**src/rtl/cfgchk_pkg.sv**
```systemverilog
package cfgchk_pkg;
  typedef enum logic [1:0] {
    ERR_NONE  = 2'b00,
    ERR_ID    = 2'b01,
    ERR_ALIGN = 2'b10,
    ERR_SUM   = 2'b11
  } err_e;

  typedef enum logic [2:0] {
    ST_HUNT,
    ST_HDR,
    ST_PAY,
    ST_CHK,
    ST_STOP,
    ST_LOCK
  } st_e;
endpackage

```
**src/rtl/cfgchk_byte_sum.sv**
```systemverilog
module cfgchk_byte_sum (
  input  logic       clk,
  input  logic       rst_n,
  input  logic       clr,
  input  logic       en,
  input  logic       bit_i,
  output logic [7:0] sum_o
);
  logic [6:0] sh_q, sh_d;
  logic [2:0] bc_q, bc_d;
  logic [7:0] sum_q, sum_d;

  always_comb begin
    sh_d  = sh_q;
    bc_d  = bc_q;
    sum_d = sum_q;
    if (clr) begin
      sh_d  = '0;
      bc_d  = '0;
      sum_d = '0;
    end else if (en) begin
      sh_d = {sh_q[5:0], bit_i};
      bc_d = bc_q + 3'd1;
      if (bc_q == 3'd7) sum_d = sum_q + {sh_q, bit_i};
    end
  end

  always_ff @(posedge clk or negedge rst_n) begin
    if (!rst_n) begin
      sh_q  <= '0;
      bc_q  <= '0;
      sum_q <= '0;
    end else if (clr || en) begin
      sh_q  <= sh_d;
      bc_q  <= bc_d;
      sum_q <= sum_d;
    end
  end

  assign sum_o = sum_q;
endmodule

```
**src/rtl/cfgchk_id_match.sv**
```systemverilog
module cfgchk_id_match #(
  parameter int unsigned      ID_W      = 32,
  parameter logic [ID_W-1:0]  DEVICE_ID = '0
) (
  input  logic clk,
  input  logic rst_n,
  input  logic clr,
  input  logic en,
  input  logic bit_i,
  output logic hit_o
);
  logic [ID_W-2:0] sh_q, sh_d;

  always_comb begin
    sh_d = sh_q;
    if (clr)     sh_d = '0;
    else if (en) sh_d = {sh_q[ID_W-3:0], bit_i};
  end

  always_ff @(posedge clk or negedge rst_n) begin
    if (!rst_n)         sh_q <= '0;
    else if (clr || en) sh_q <= sh_d;
  end

  // compare includes the bit being consumed this cycle
  assign hit_o = ({sh_q, bit_i} == DEVICE_ID);
endmodule

```
**src/rtl/cfgchk_top.sv**
```systemverilog
module cfgchk_top
  import cfgchk_pkg::*;
#(
  parameter int unsigned     PAYLOAD_W = 64,
  parameter int unsigned     ID_W      = 32,
  parameter logic [ID_W-1:0] DEVICE_ID = 32'h4D3C_2B1A
) (
  input  logic       clk,
  input  logic       rst_n,
  input  logic       prog,
  input  logic       cfg_bit,
  input  logic       cfg_vld,
  output logic       init_n,
  output logic [1:0] err_code,
  output logic       frame_ok
);
  localparam int unsigned CW = $clog2(PAYLOAD_W);
  localparam logic [CW-1:0] PAY_LAST = CW'(PAYLOAD_W - 1);
  localparam logic [CW-1:0] ID_LAST  = CW'(ID_W - 1);
  localparam logic [CW-1:0] BYTE_LAST = CW'(7);

  // reset: asynchronous assert, synchronous release
  logic [1:0] rsync_q;
  logic       rst_q_n;
  always_ff @(posedge clk or negedge rst_n) begin
    if (!rst_n) rsync_q <= 2'b00;
    else        rsync_q <= {rsync_q[0], 1'b1};
  end
  assign rst_q_n = rsync_q[1];

  st_e          st_q, st_d;
  logic [CW-1:0] cnt_q, cnt_d;
  logic          last_q, last_d;
  logic          sbad_q, sbad_d;
  logic          isid_q, isid_d;
  logic [6:0]    chk_q, chk_d;
  err_e          err_q, err_d;
  logic          ok_q, ok_d;

  logic       take, start_hit, sum_en, id_en, id_hit;
  logic [7:0] sum;

  assign take      = cfg_vld && (st_q != ST_LOCK);
  assign start_hit = take && (st_q == ST_HUNT) && !last_q && cfg_bit;
  assign sum_en    = take && (st_q == ST_PAY);
  assign id_en     = sum_en && isid_q && (cnt_q <= ID_LAST);

  cfgchk_byte_sum u_sum (
    .clk(clk), .rst_n(rst_q_n), .clr(start_hit), .en(sum_en),
    .bit_i(cfg_bit), .sum_o(sum)
  );

  cfgchk_id_match #(.ID_W(ID_W), .DEVICE_ID(DEVICE_ID)) u_id (
    .clk(clk), .rst_n(rst_q_n), .clr(start_hit), .en(id_en),
    .bit_i(cfg_bit), .hit_o(id_hit)
  );

  always_comb begin
    st_d   = st_q;
    cnt_d  = cnt_q;
    last_d = last_q;
    sbad_d = sbad_q;
    isid_d = isid_q;
    chk_d  = chk_q;
    err_d  = err_q;
    ok_d   = 1'b0;
    if (prog) begin
      st_d   = ST_HUNT;
      last_d = 1'b1;
      sbad_d = 1'b0;
      err_d  = ERR_NONE;
    end else if (take) begin
      last_d = cfg_bit;
      unique case (st_q)
        ST_HUNT: if (start_hit) begin
          if (sbad_q) begin
            st_d  = ST_LOCK;
            err_d = ERR_ALIGN;
          end else begin
            st_d   = ST_HDR;
            sbad_d = 1'b0;
          end
        end
        ST_HDR: begin
          isid_d = cfg_bit;
          cnt_d  = '0;
          st_d   = ST_PAY;
        end
        ST_PAY: begin
          cnt_d = cnt_q + CW'(1);
          if (isid_q && (cnt_q == ID_LAST) && !id_hit) begin
            st_d  = ST_LOCK;
            err_d = ERR_ID;
          end else if (cnt_q == PAY_LAST) begin
            st_d  = ST_CHK;
            cnt_d = '0;
          end
        end
        ST_CHK: begin
          chk_d = {chk_q[5:0], cfg_bit};
          cnt_d = cnt_q + CW'(1);
          if (cnt_q == BYTE_LAST) begin
            if ({chk_q, cfg_bit} != sum) begin
              st_d  = ST_LOCK;
              err_d = ERR_SUM;
            end else begin
              ok_d  = 1'b1;
              st_d  = ST_STOP;
              cnt_d = '0;
            end
          end
        end
        ST_STOP: begin
          cnt_d = cnt_q + CW'(1);
          if (!cfg_bit) sbad_d = 1'b1;
          if (cnt_q == BYTE_LAST) st_d = ST_HUNT;
        end
        default: st_d = ST_LOCK;
      endcase
    end
  end

  always_ff @(posedge clk or negedge rst_q_n) begin
    if (!rst_q_n) begin
      st_q   <= ST_HUNT;
      cnt_q  <= '0;
      last_q <= 1'b1;
      sbad_q <= 1'b0;
      isid_q <= 1'b0;
      chk_q  <= '0;
      err_q  <= ERR_NONE;
      ok_q   <= 1'b0;
    end else begin
      st_q   <= st_d;
      cnt_q  <= cnt_d;
      last_q <= last_d;
      sbad_q <= sbad_d;
      isid_q <= isid_d;
      chk_q  <= chk_d;
      err_q  <= err_d;
      ok_q   <= ok_d;
    end
  end

  assign init_n   = (st_q != ST_LOCK);
  assign err_code = err_q;
  assign frame_ok = ok_q;
endmodule


```
**config.mk**
```make
export PLATFORM = sky130hd
export DESIGN_NAME = cfgchk_top
export DESIGN_NICKNAME = d
export VERILOG_FILES = /design/src/rtl/cfgchk_pkg.sv /design/src/rtl/cfgchk_byte_sum.sv /design/src/rtl/cfgchk_id_match.sv /design/src/rtl/cfgchk_top.sv
export SDC_FILE = /design/constraint.sdc
export NUM_CORES = 1
export LEC_CHECK = 0
export BUFFER_PORTS_ARGS = -buffer_cell sky130_fd_sc_hd__buf_2
export CORE_MARGIN = 10
export CORE_UTILIZATION = 40
export DETAILED_ROUTE_END_ITERATION = 8
export HOLD_SLACK_MARGIN = 0.1
export PLACE_DENSITY = 0.58
export SLEW_MARGIN = 0
export SYNTH_ARGS = -nofsm -noshare
export SYNTH_HDL_FRONTEND = slang
export SYNTH_SLANG_ARGS = --single-unit
export TNS_END_PERCENT = 20
```
**constraint.sdc**
```tcl
create_clock -name clk -period 2.2 [get_ports clk]
set_clock_uncertainty 0.2 [all_clocks]
set_input_delay 0.44 -clock clk [delete_from_list [all_inputs] [get_ports clk]]
set_output_delay 0.44 -clock clk [all_outputs]
set_load 0.01 [all_outputs]
```
Word-level counts from Yosys, hierarchy flattened:

Cells that the tools add are included.

* bits in registers: 73
* input bits: 5
* output and inout port bits: 4
* word-level logic and storage cells: 112

* $add $sub $neg: 3
* $lt $le $gt $ge: 1
* equality and inequality tests: 19
* multiplexer cells: 45
* bitwise gates (word level): 1
* reduce and logical (&&, ||, !) cells: 30

Operators by type and width (count)
* $mux 31: 2
* $eq 32x31->1 const B: 1
* $mux 3: 10
* $mux 6: 4
* $mux 8: 3
* $pmux 6 s4: 1
* $ne 3x3->1 const B: 6
* $pmux 3 s5: 1
* $mux 2: 7
* $mux 7: 2
* $mux 1: 13
* $reduce_and 3->1: 4
* $logic_and 1x1->1: 9
* $add 8x8->8: 1
* $ne 8x8->1: 1
* $reduce_bool 2->1: 4
* $reduce_bool 4->1: 2
* $reduce_and 7->1: 1
* $add 6x1->6 const B: 1
* $eq 3x2->1 const B: 2
* $eq 3x3->1 const B: 2
* $eq 6x3->1 const B: 1
* $eq 6x5->1 const B: 1
* $eq 6x6->1 const B: 1
* other kinds (15): 19

Logic depth before layout (Yosys ltp):

Gate-level depths: netlist of the first run.

* depth after elaboration: 9
* gate-level depth with buffers: 8

Hierarchy:

From an unflattened synthesis of the first run, not the netlist that was laid out.

* cell total of the unflattened synthesis: 363
* area total of the unflattened synthesis: 3872.5 um^2

By module, submodules not included
* cfgchk_top: times used 1, cells an instance 145, area an instance 1440.1 um^2
* cfgchk_id_match: times used 1, cells an instance 112, area an instance 1352.5 um^2
* cfgchk_byte_sum: times used 1, cells an instance 106, area an instance 1079.8 um^2

Least setup slack after synthesis of the first run:

Ideal clock, no wire load.

* path type: flip-flop to flip-flop
* from: reg u_id.sh_q[11]
* to: reg st_q[2]
* library setup time: 0.121 ns
* arrival: 1.892 ns
* path slack: -0.014 ns
* stages on the path, launching flop included: 6
* path buffers: 0
* cells stage by stage: dfrtp_1 -> or4_1 -> or4_4 -> a41oi_2 -> a311oi_1 -> o22a_1

* cells in the longest elaborated chain, start to end: 7
* elaborated cells between the ends (all ways): 9
* classes of those cells: 2 x eq/ne; 4 x mux; 3 x reduce/logical

RTL lines
* start: declaration: RTL line cfgchk_id_match.sv:12 `logic [ID_W-2:0] sh_q, sh_d;`
* start signal: assignment: RTL line cfgchk_id_match.sv:21 `if (!rst_n) sh_q <= '0;`
* start signal: assignment: RTL line cfgchk_id_match.sv:22 `else if (clr || en) sh_q <= sh_d;`
* $eq 32x31->1 (*): RTL line cfgchk_id_match.sv:26 `assign hit_o = ({sh_q, bit_i} == DEVICE_ID);`
* $logic_not 1->1 (*): RTL line cfgchk_top.sv:91 `if (isid_q && (cnt_q == ID_LAST) && !id_hit) begin`
* $logic_and 1x1->1 (*): RTL line cfgchk_top.sv:91
* $mux 3: RTL line cfgchk_top.sv:91
* $pmux 3 s5: RTL line cfgchk_top.sv:74 `unique case (st_q)`
* $mux 3: RTL line cfgchk_top.sv:72 `end else if (take) begin`
* $mux 3: RTL line cfgchk_top.sv:67 `if (prog) begin`
* end signal: assignment: RTL line cfgchk_top.sv:134 `st_q <= st_d;`
* end: declaration: RTL line cfgchk_top.sv:31 `st_e st_q, st_d;`

Every way passes the cells marked *; elsewhere a longest branch is shown, timed or not. The select of a mux whose other input is x is not followed.
A chain may end at the register's enable or synchronous reset.

Worst setup path in the final report of the first run:

Same ends and word-level chain as after synthesis.

==> results.json, run 1 <==
{
  "finalNetCount": 468,
  "ys_top_cells_by_area": "dfrtp_1 49%, nand2_1 9.8%, a21oi_1 7.1%",
  "synth_nets": 410,
  "drive_above_1_share_pct": 25.8,
  "critical_path_class": "flip-flop to flip-flop",
  "grt_start_max_net_pins": 42,
  "synth-xor-area-share_pct": 3.82,
  "ir_worst_vdd_mv": 0.300,
  "p_sw_mw": 1.05,
  "vias": 2975,
  "finalHoldViolCount": 0,
  "crit_start": "u_id.sh_q[11]",
  "grt_use_total_pct": 12.8,
  "r2r_cells": 5,
  "ios": 9,
  "h-tree-depth": 3,
  "fin_crit_sh_pct": 102,
  "yosysWarnings": 0,
  "busiest_layer": "met2",
  "area.growth.synth_to_final_pct": 24.4,
  "cts_tree": "built",
  "drc": 0,
  "syn_area_um2": 3670,
  "synthAdderAreaFrac_pct": 3.95,
  "post-place-ws_ns": -0.234,
  "die_w_um": 116,
  "async_flop_share_pct": 100,
  "required_ns": 2.25,
  "fp.dieArea_um2": 13400,
  "synth_mux_area_share_pct": 2.73,
  "fmax_ghz": 0.444,
  "setup_tns_ns": -0.0968,
  "drt_iter0_drc": 122,
  "setup_violations": 2,
  "diodes": 0,
  "synth_compound_area_share_pct": 16.0,
  "grt_pass1_vias": 2871,
  "clock_sinks": 73,
  "synth_cells": 394,
  "port_buffers": 8,
  "synth_ff_type": "dfrtp_1",
  "ant_nets": 0,
  "utilization_pct": 51.6,
  "p_per_area_nw_per_um2": 717,
  "ys_seq_elements": 73,
  "cp_max_fo": 4,
  "p_comb_share_pct": 20.6,
  "synth_area_per_cell_um2": 9.32,
  "num_rows": 34,
  "routedWlPerCell_um": 14.2,
  "cap_violations": 0,
  "yosysUniqueCellTypes": 58,
  "pwr-share-seq_pct": 47.4,
  "status": "complete, but fails checks",
  "nFillCells": 837,
  "rsz0062_at_grt": "true",
  "ys_seq_area_share_pct": 49.8,
  "swShare_pct": 32.0,
  "leakagePower_nw": 2.10,
  "antenna_found_initial": 0,
  "use_met2_pct": 20.4,
  "synth-edff-count": 0,
  "die_h_um": 116,
  "reg2reg_to": "st_q[2]",
  "final_max_slew_viol_count": 0,
  "clkSlewWorstSetupHoldPaths_ns": 0.10,
  "core_um2": 8850,
  "synth-simple-area-share_pct": 20.7,
  "violations": "negative setup slack",
  "clkPwrFrac_pct": 32.0,
  "dp_hpwl_um": 5680,
  "rrSetupSlack_ns": -0.05,
  "ys_top_cells_by_count": "96 x nand2_1, 72 x dfrtp_1, 52 x a21oi_1, 17 x clkbuf_1",
  "synth_top_cell_area_share_pct": 49.1,
  "yosysMostFrequentCell": "nand2_1",
  "met1_usage_pct": 16.4,
  "grt_use_met3_pct": 3.88,
  "cp_data_arrival_time_ns": 2.30,
  "cts_buffers": 9,
  "relSlewSlack_pct": 36.2,
  "final.setup.worst_slack_ns": -0.0537,
  "timing.rr.start": "u_id.sh_q[11]",
  "seq_area_um2": 1830,
  "holdCritPathClass": "flip-flop to async pin",
  "grt_pass1_wl_um": 13900,
  "period_needed_ns": 2.25,
  "power_mw": 3.28,
  "multi_input_area_um2": 1860,
  "start_util_pct": 41.5,
  "worstSetupEndpointType": "flip-flop",
  "p_int_mw": 2.23,
  "drt_first_pass_iters": 4,
  "overflow": 0,
  "worst_slew_pin_slew_ns": 0.954,
  "cts-root-buf": "clkbuf_8",
  "gp_congestion": 0.873,
  "drt-total-wl_um": 8020,
  "synth.largest_area_cell": "dfrtp_1",
  "worstSkewPairLatency_ns": 0.36,
  "cts.path.max_buffers": 2,
  "synth_top_family_by_area": "simple AND/OR/NAND/NOR gates",
  "critPathLaunchType": "flip-flop",
  "vias_per_cell": 5.27
}
## layout by cell type, fill, tap and decap left out, types with 3 or more instances in the layout
cell,count
xnor2_1,3
o21ai_0,8
a21o_1,3
mux2_2,8
nor3_1,3
dfrtp_1,70
nor2b_1,4
inv_6,3
buf_2,8
nand2_1,94
ha_1,8
o21bai_1,3
a21oi_1,49
inv_8,3
xor2_1,13
nor2_1,14
nand3_1,15
buf_4,52
inv_1,8
buf_12,3
clkbuf_8,9
nand2b_1,4
## worst max-delay path, cell delays in order (launching register included)
cell      delay [ns]
dfrtp_1         0.38
or4_1           0.51
or4_4           0.53
a41oi_4         0.24
a311oi_1        0.07
o22a_1          0.21
## cells by family after synthesis
logic type               Yosys count
AND/OR/NAND/NOR                  163
AO/OA/AOI/OAI                     94
flip-flops                        73
buffers and inverters             27
XOR/XNOR                          16
adder cells (fa/ha/maj)           11
multiplexers                       9
other                              1
## sequential cells by signal (all words and copies together) (netlist names)
signal       flops
err_code         2
last_q           1
frame_ok         1
chk_q            7
cnt_q            6
st_q             3
u_sum.bc_q       3
rsync_q          2
sbad_q           1
u_sum.sh_q       7
u_id.sh_q       31
u_sum.sum_o      8
isid_q           1
## worst max path at each step
stage	end	slack (ns)	depth (start not counted)
after floorplan	st_q[2]	-0.01	5
after global placement	err_code[1]	-0.21	7
after detailed placement	err_code[1]	-0.23	7
after CTS	st_q[2]	-0.05	5
after global routing	st_q[0]	-0.12	5
final	st_q[2]	-0.05	5
## layer usage
layer,routed length [um],up-vias
li1,-,1492
met5,0,-
met2,3920,40
met1,3680,1430
met4,79,0
met3,335,13
## metrics by stage
| step | hold slack, ns | area (um2) | std cells |
|---|---|---|---|
| floorplan | -0.0556 | 3670 | 394 |
| global placement | 0.0258 | 4210 | 544 |
| detailed placement | 0.0256 | 4210 | 544 |
| CTS | 0.123 | 4470 | 563 |
| global route | 0.136 | 4570 | 565 |
| finish | 0.103 | 4570 | 565 |
## power groups by stage
stage | Sequential (mW) | Combinational, mW | Clock [mW]
final | 1.55 | 0.675 | 1.05
after CTS | 1.55 | 0.644 | 1.07
after detailed placement | 1.58 | 0.620 | 0
after floorplan | 1.58 | 0.358 | 0
after global placement | 1.58 | 0.608 | 0
after global routing | 1.57 | 0.760 | 1.13
## cell type report
type | count | share of cell area (%)
Sequential cell | 73 | 40.1
Timing Repair Buffer | 66 | 11.4
Inverter | 8 | 0.658
Multi-Input combinational cell | 294 | 40.7
Clock buffer | 9 | 2.71
Tap cell | 108 | 2.96
Clock inverter | 7 | 1.51
## timing repair
action / 4_1_cts / 5_1_grt
gates resized for setup: 6 / 19
hold endpoints to repair: 23 / 0
pin swaps: 4 / 4
hold buffers: 2 / 0
setup endpoints to repair: 5 / 17
setup buffers: 1 / 2
(Power assumes the default switching activity.)
==> inputs of run 2 (changes only) <==
- SYNTH_HIERARCHICAL: default -> 1
==> results.json, run 2 <==
{
  "yosysWarnings": 6,
  "h-tree-depth": 3,
  "final_common_cell": "dfrtp_1",
  "crit_chain": "nor4b_2, nand4_1, nor4_2, and2b_1, o21ai_2, a22oi_2, o21ai_2, mux2_4",
  "fmax_ghz": 0.415,
  "cts-root-buf": "clkbuf_8",
  "worst_slew_pin_slew_ns": 0.922,
  "dp_hpwl_um": 5600,
  "rrSetupSlack_ns": -0.21,
  "yosysMostFrequentCell": "dfrtp_1",
  "drt_first_pass_iters": 6,
  "holdCritPathClass": "flip-flop to async pin",
  "rsz0062_at_grt": "true",
  "power_mw": 4.28,
  "largest_register_ffs": 31,
  "drt-total-wl_um": 8050,
  "ys_top_cells_by_area": "dfrtp_1 47%, mux2i_1 11%, nor2_1 5.5%",
  "overflow": 0,
  "clkSlewWorstSetupHoldPaths_ns": 0.08,
  "required_ns": 2.24,
  "vias_per_cell": 5.12,
  "critical_path_class": "flip-flop to flip-flop",
  "finalHoldViolCount": 0,
  "hold_slack_ns": 0.0896,
  "ir_worst_vdd_mv": 0.489,
  "postPlaceCellArea_um2": 4390,
  "grt_pass1_wl_um": 14100,
  "violations": "negative setup slack",
  "cp_num_buf_inv": 0,
  "clock_sinks": 73,
  "crit_cells": 8,
  "ys_seq_elements": 73,
  "cap_violations": 0,
  "synth_cells": 363,
  "nFillCells": 850,
  "syn_area_um2": 3870,
  "regMostFlops": "u_id/sh_q",
  "grt_start_max_net_pins": 51,
  "worstSkewPairLatency_ns": 0.35,
  "cts.path.max_buffers": 2,
  "die_h_um": 118,
  "area.growth.synth_to_final_pct": 22.0,
  "period_needed_ns": 2.41,
  "ant_nets": 0,
  "p_per_area_nw_per_um2": 905,
  "cts_buffers": 9,
  "final.setup.worst_slack_ns": -0.208,
  "yosysUniqueCellTypes": 70,
  "ys_top_cells_by_count": "72 x dfrtp_1, 57 x nor2_1, 42 x mux2i_1, 24 x nand2_1",
  "crit_slowest_cell": "dfrtp_1",
  "fin_crit_sh_pct": 109,
  "setup_violations": 2,
  "cp_max_fo": 2,
  "grt_use_total_pct": 12.0,
  "routedWlPerCell_um": 14.5,
  "drt_iter0_drc": 164,
  "r2r_cells": 8,
  "fin_area_um2": 4730,
  "cts_tree": "built",
  "critPathLaunchType": "flip-flop",
  "ios": 9,
  "core_um2": 9330,
  "die_w_um": 118,
  "synth_top_cell_area_share_pct": 46.5,
  "drive_above_1_share_pct": 26.6,
  "synth.largest_area_cell": "dfrtp_1",
  "slowest_delay_ns": 0.39,
  "grt_pass1_vias": 2979,
  "antenna_found_initial": 0,
  "fp.dieArea_um2": 14000,
  "synth_nets": 379,
  "vias": 2837,
  "post-place-cells": 535,
  "ys_seq_area_share_pct": 47.2,
  "relSlewSlack_pct": 38.4,
  "drc": 0,
  "gp_congestion": 0.875,
  "port_buffers": 8,
  "critPathTopFamily": "simple AND/OR/NAND/NOR gates",
  "cp_data_arrival_time_ns": 2.45,
  "fin_cells": 554,
  "status": "complete, but fails checks",
  "finalNetCount": 436,
  "synth_area_per_cell_um2": 10.7,
  "worstSetupEndpointType": "flip-flop",
  "synth-edff-count": 0,
  "synth_ff_type": "dfrtp_1",
  "final_max_slew_viol_count": 0,
  "num_rows": 35,
  "async_flop_share_pct": 100,
  "start_util_pct": 41.5,
  "cpMostUsedCell": "o21ai_2",
  "diodes": 0,
  "final_cell_mix": "71 x dfrtp_1, 57 x nor2_1, 49 x buf_4",
  "leakagePower_nw": 2.24
}
run 2: changes by cell type after synthesis, moves of 5 or more:
cell,delta
a21oi_1,-42
clkbuf_1,-10
mux2i_1,+41
nand2_1,-72
nand3_1,-8
nor2_1,+42
xor2_1,-5
run 2: cells by family after synthesis:
logic type	after synthesis	share of synthesized area, %
and+or+nand+nor	141	19.4
DFF	73	47.2
AOI/OAI and AO/OA	54	9.89
muxes	51	13.6
buffers and inverters	21	3.62
adders and majority gates	11	3.75
xor gates and xnor gates	11	2.49
other	1	0.0968
run 2: repair_timing:
item,CTS,global route
gates cloned,0,0
buffers inserted,1,0
endpoints found under the hold margin,22,0
endpoints found under the setup margin,5,12
pin swaps,7,2
gates resized for setup,4,5
hold buffers,2,0
run 2: path summary, 6_finish.rpt:
kind | startpoint | endpoint
max | u_id/sh_q[1] | st_q[2]
min | rsync_q[1] | last_q
max reg2reg | u_id/sh_q[1] | st_q[2]
min reg2reg | rsync_q[1] | last_q
max in group asynchronous | rsync_q[1] | chk_q[6]
min in group clk | rsync_q[0] | rsync_q[1]
run 2: cell type report:
class | count | area [um2] | area share, %
multi-input cells | 269 | 1940 | 41.0
flip-flops and latches | 73 | 1830 | 38.7
repair buffers | 63 | 508 | 10.7
well taps | 129 | 161 | 3.42
clock buffers | 11 | 151 | 3.20
clock inverters | 5 | 125 | 2.65
inverters | 4 | 15.0 | 0.318
run 2: report_power, final:
| part | switching [mW] | internal, mW | leakage, nW |
|---|---|---|---|
| clock | 0.514 | 0.929 | 0.140 |
| sequential | 0.125 | 1.50 | 0.998 |
| combinational | 0.633 | 0.579 | 1.11 |
run 2: metrics by stage:
step | setup slack [ns] | setup TNS (ns) | utilization [%]
global placement | -0.418 | -1.62 | 47.1
finish | -0.208 | -0.300 | 50.7
floorplan | -0.167 | -0.167 | -
detailed placement | -0.461 | -1.98 | 47.1
global route | -0.345 | -0.772 | 50.7
CTS | -0.218 | -0.317 | 50.5
run 2: layer usage:
layer | vias up | GRT usage [%] | part of all wire, %
li1 | 1418 | - | -
met1 | 1379 | 14.8 | 50
met2 | 26 | 19.7 | 46
met3 | 14 | 2.67 | 2.3
met4 | 0 | 5.34 | 2.1
met5 | - | 0 | 0
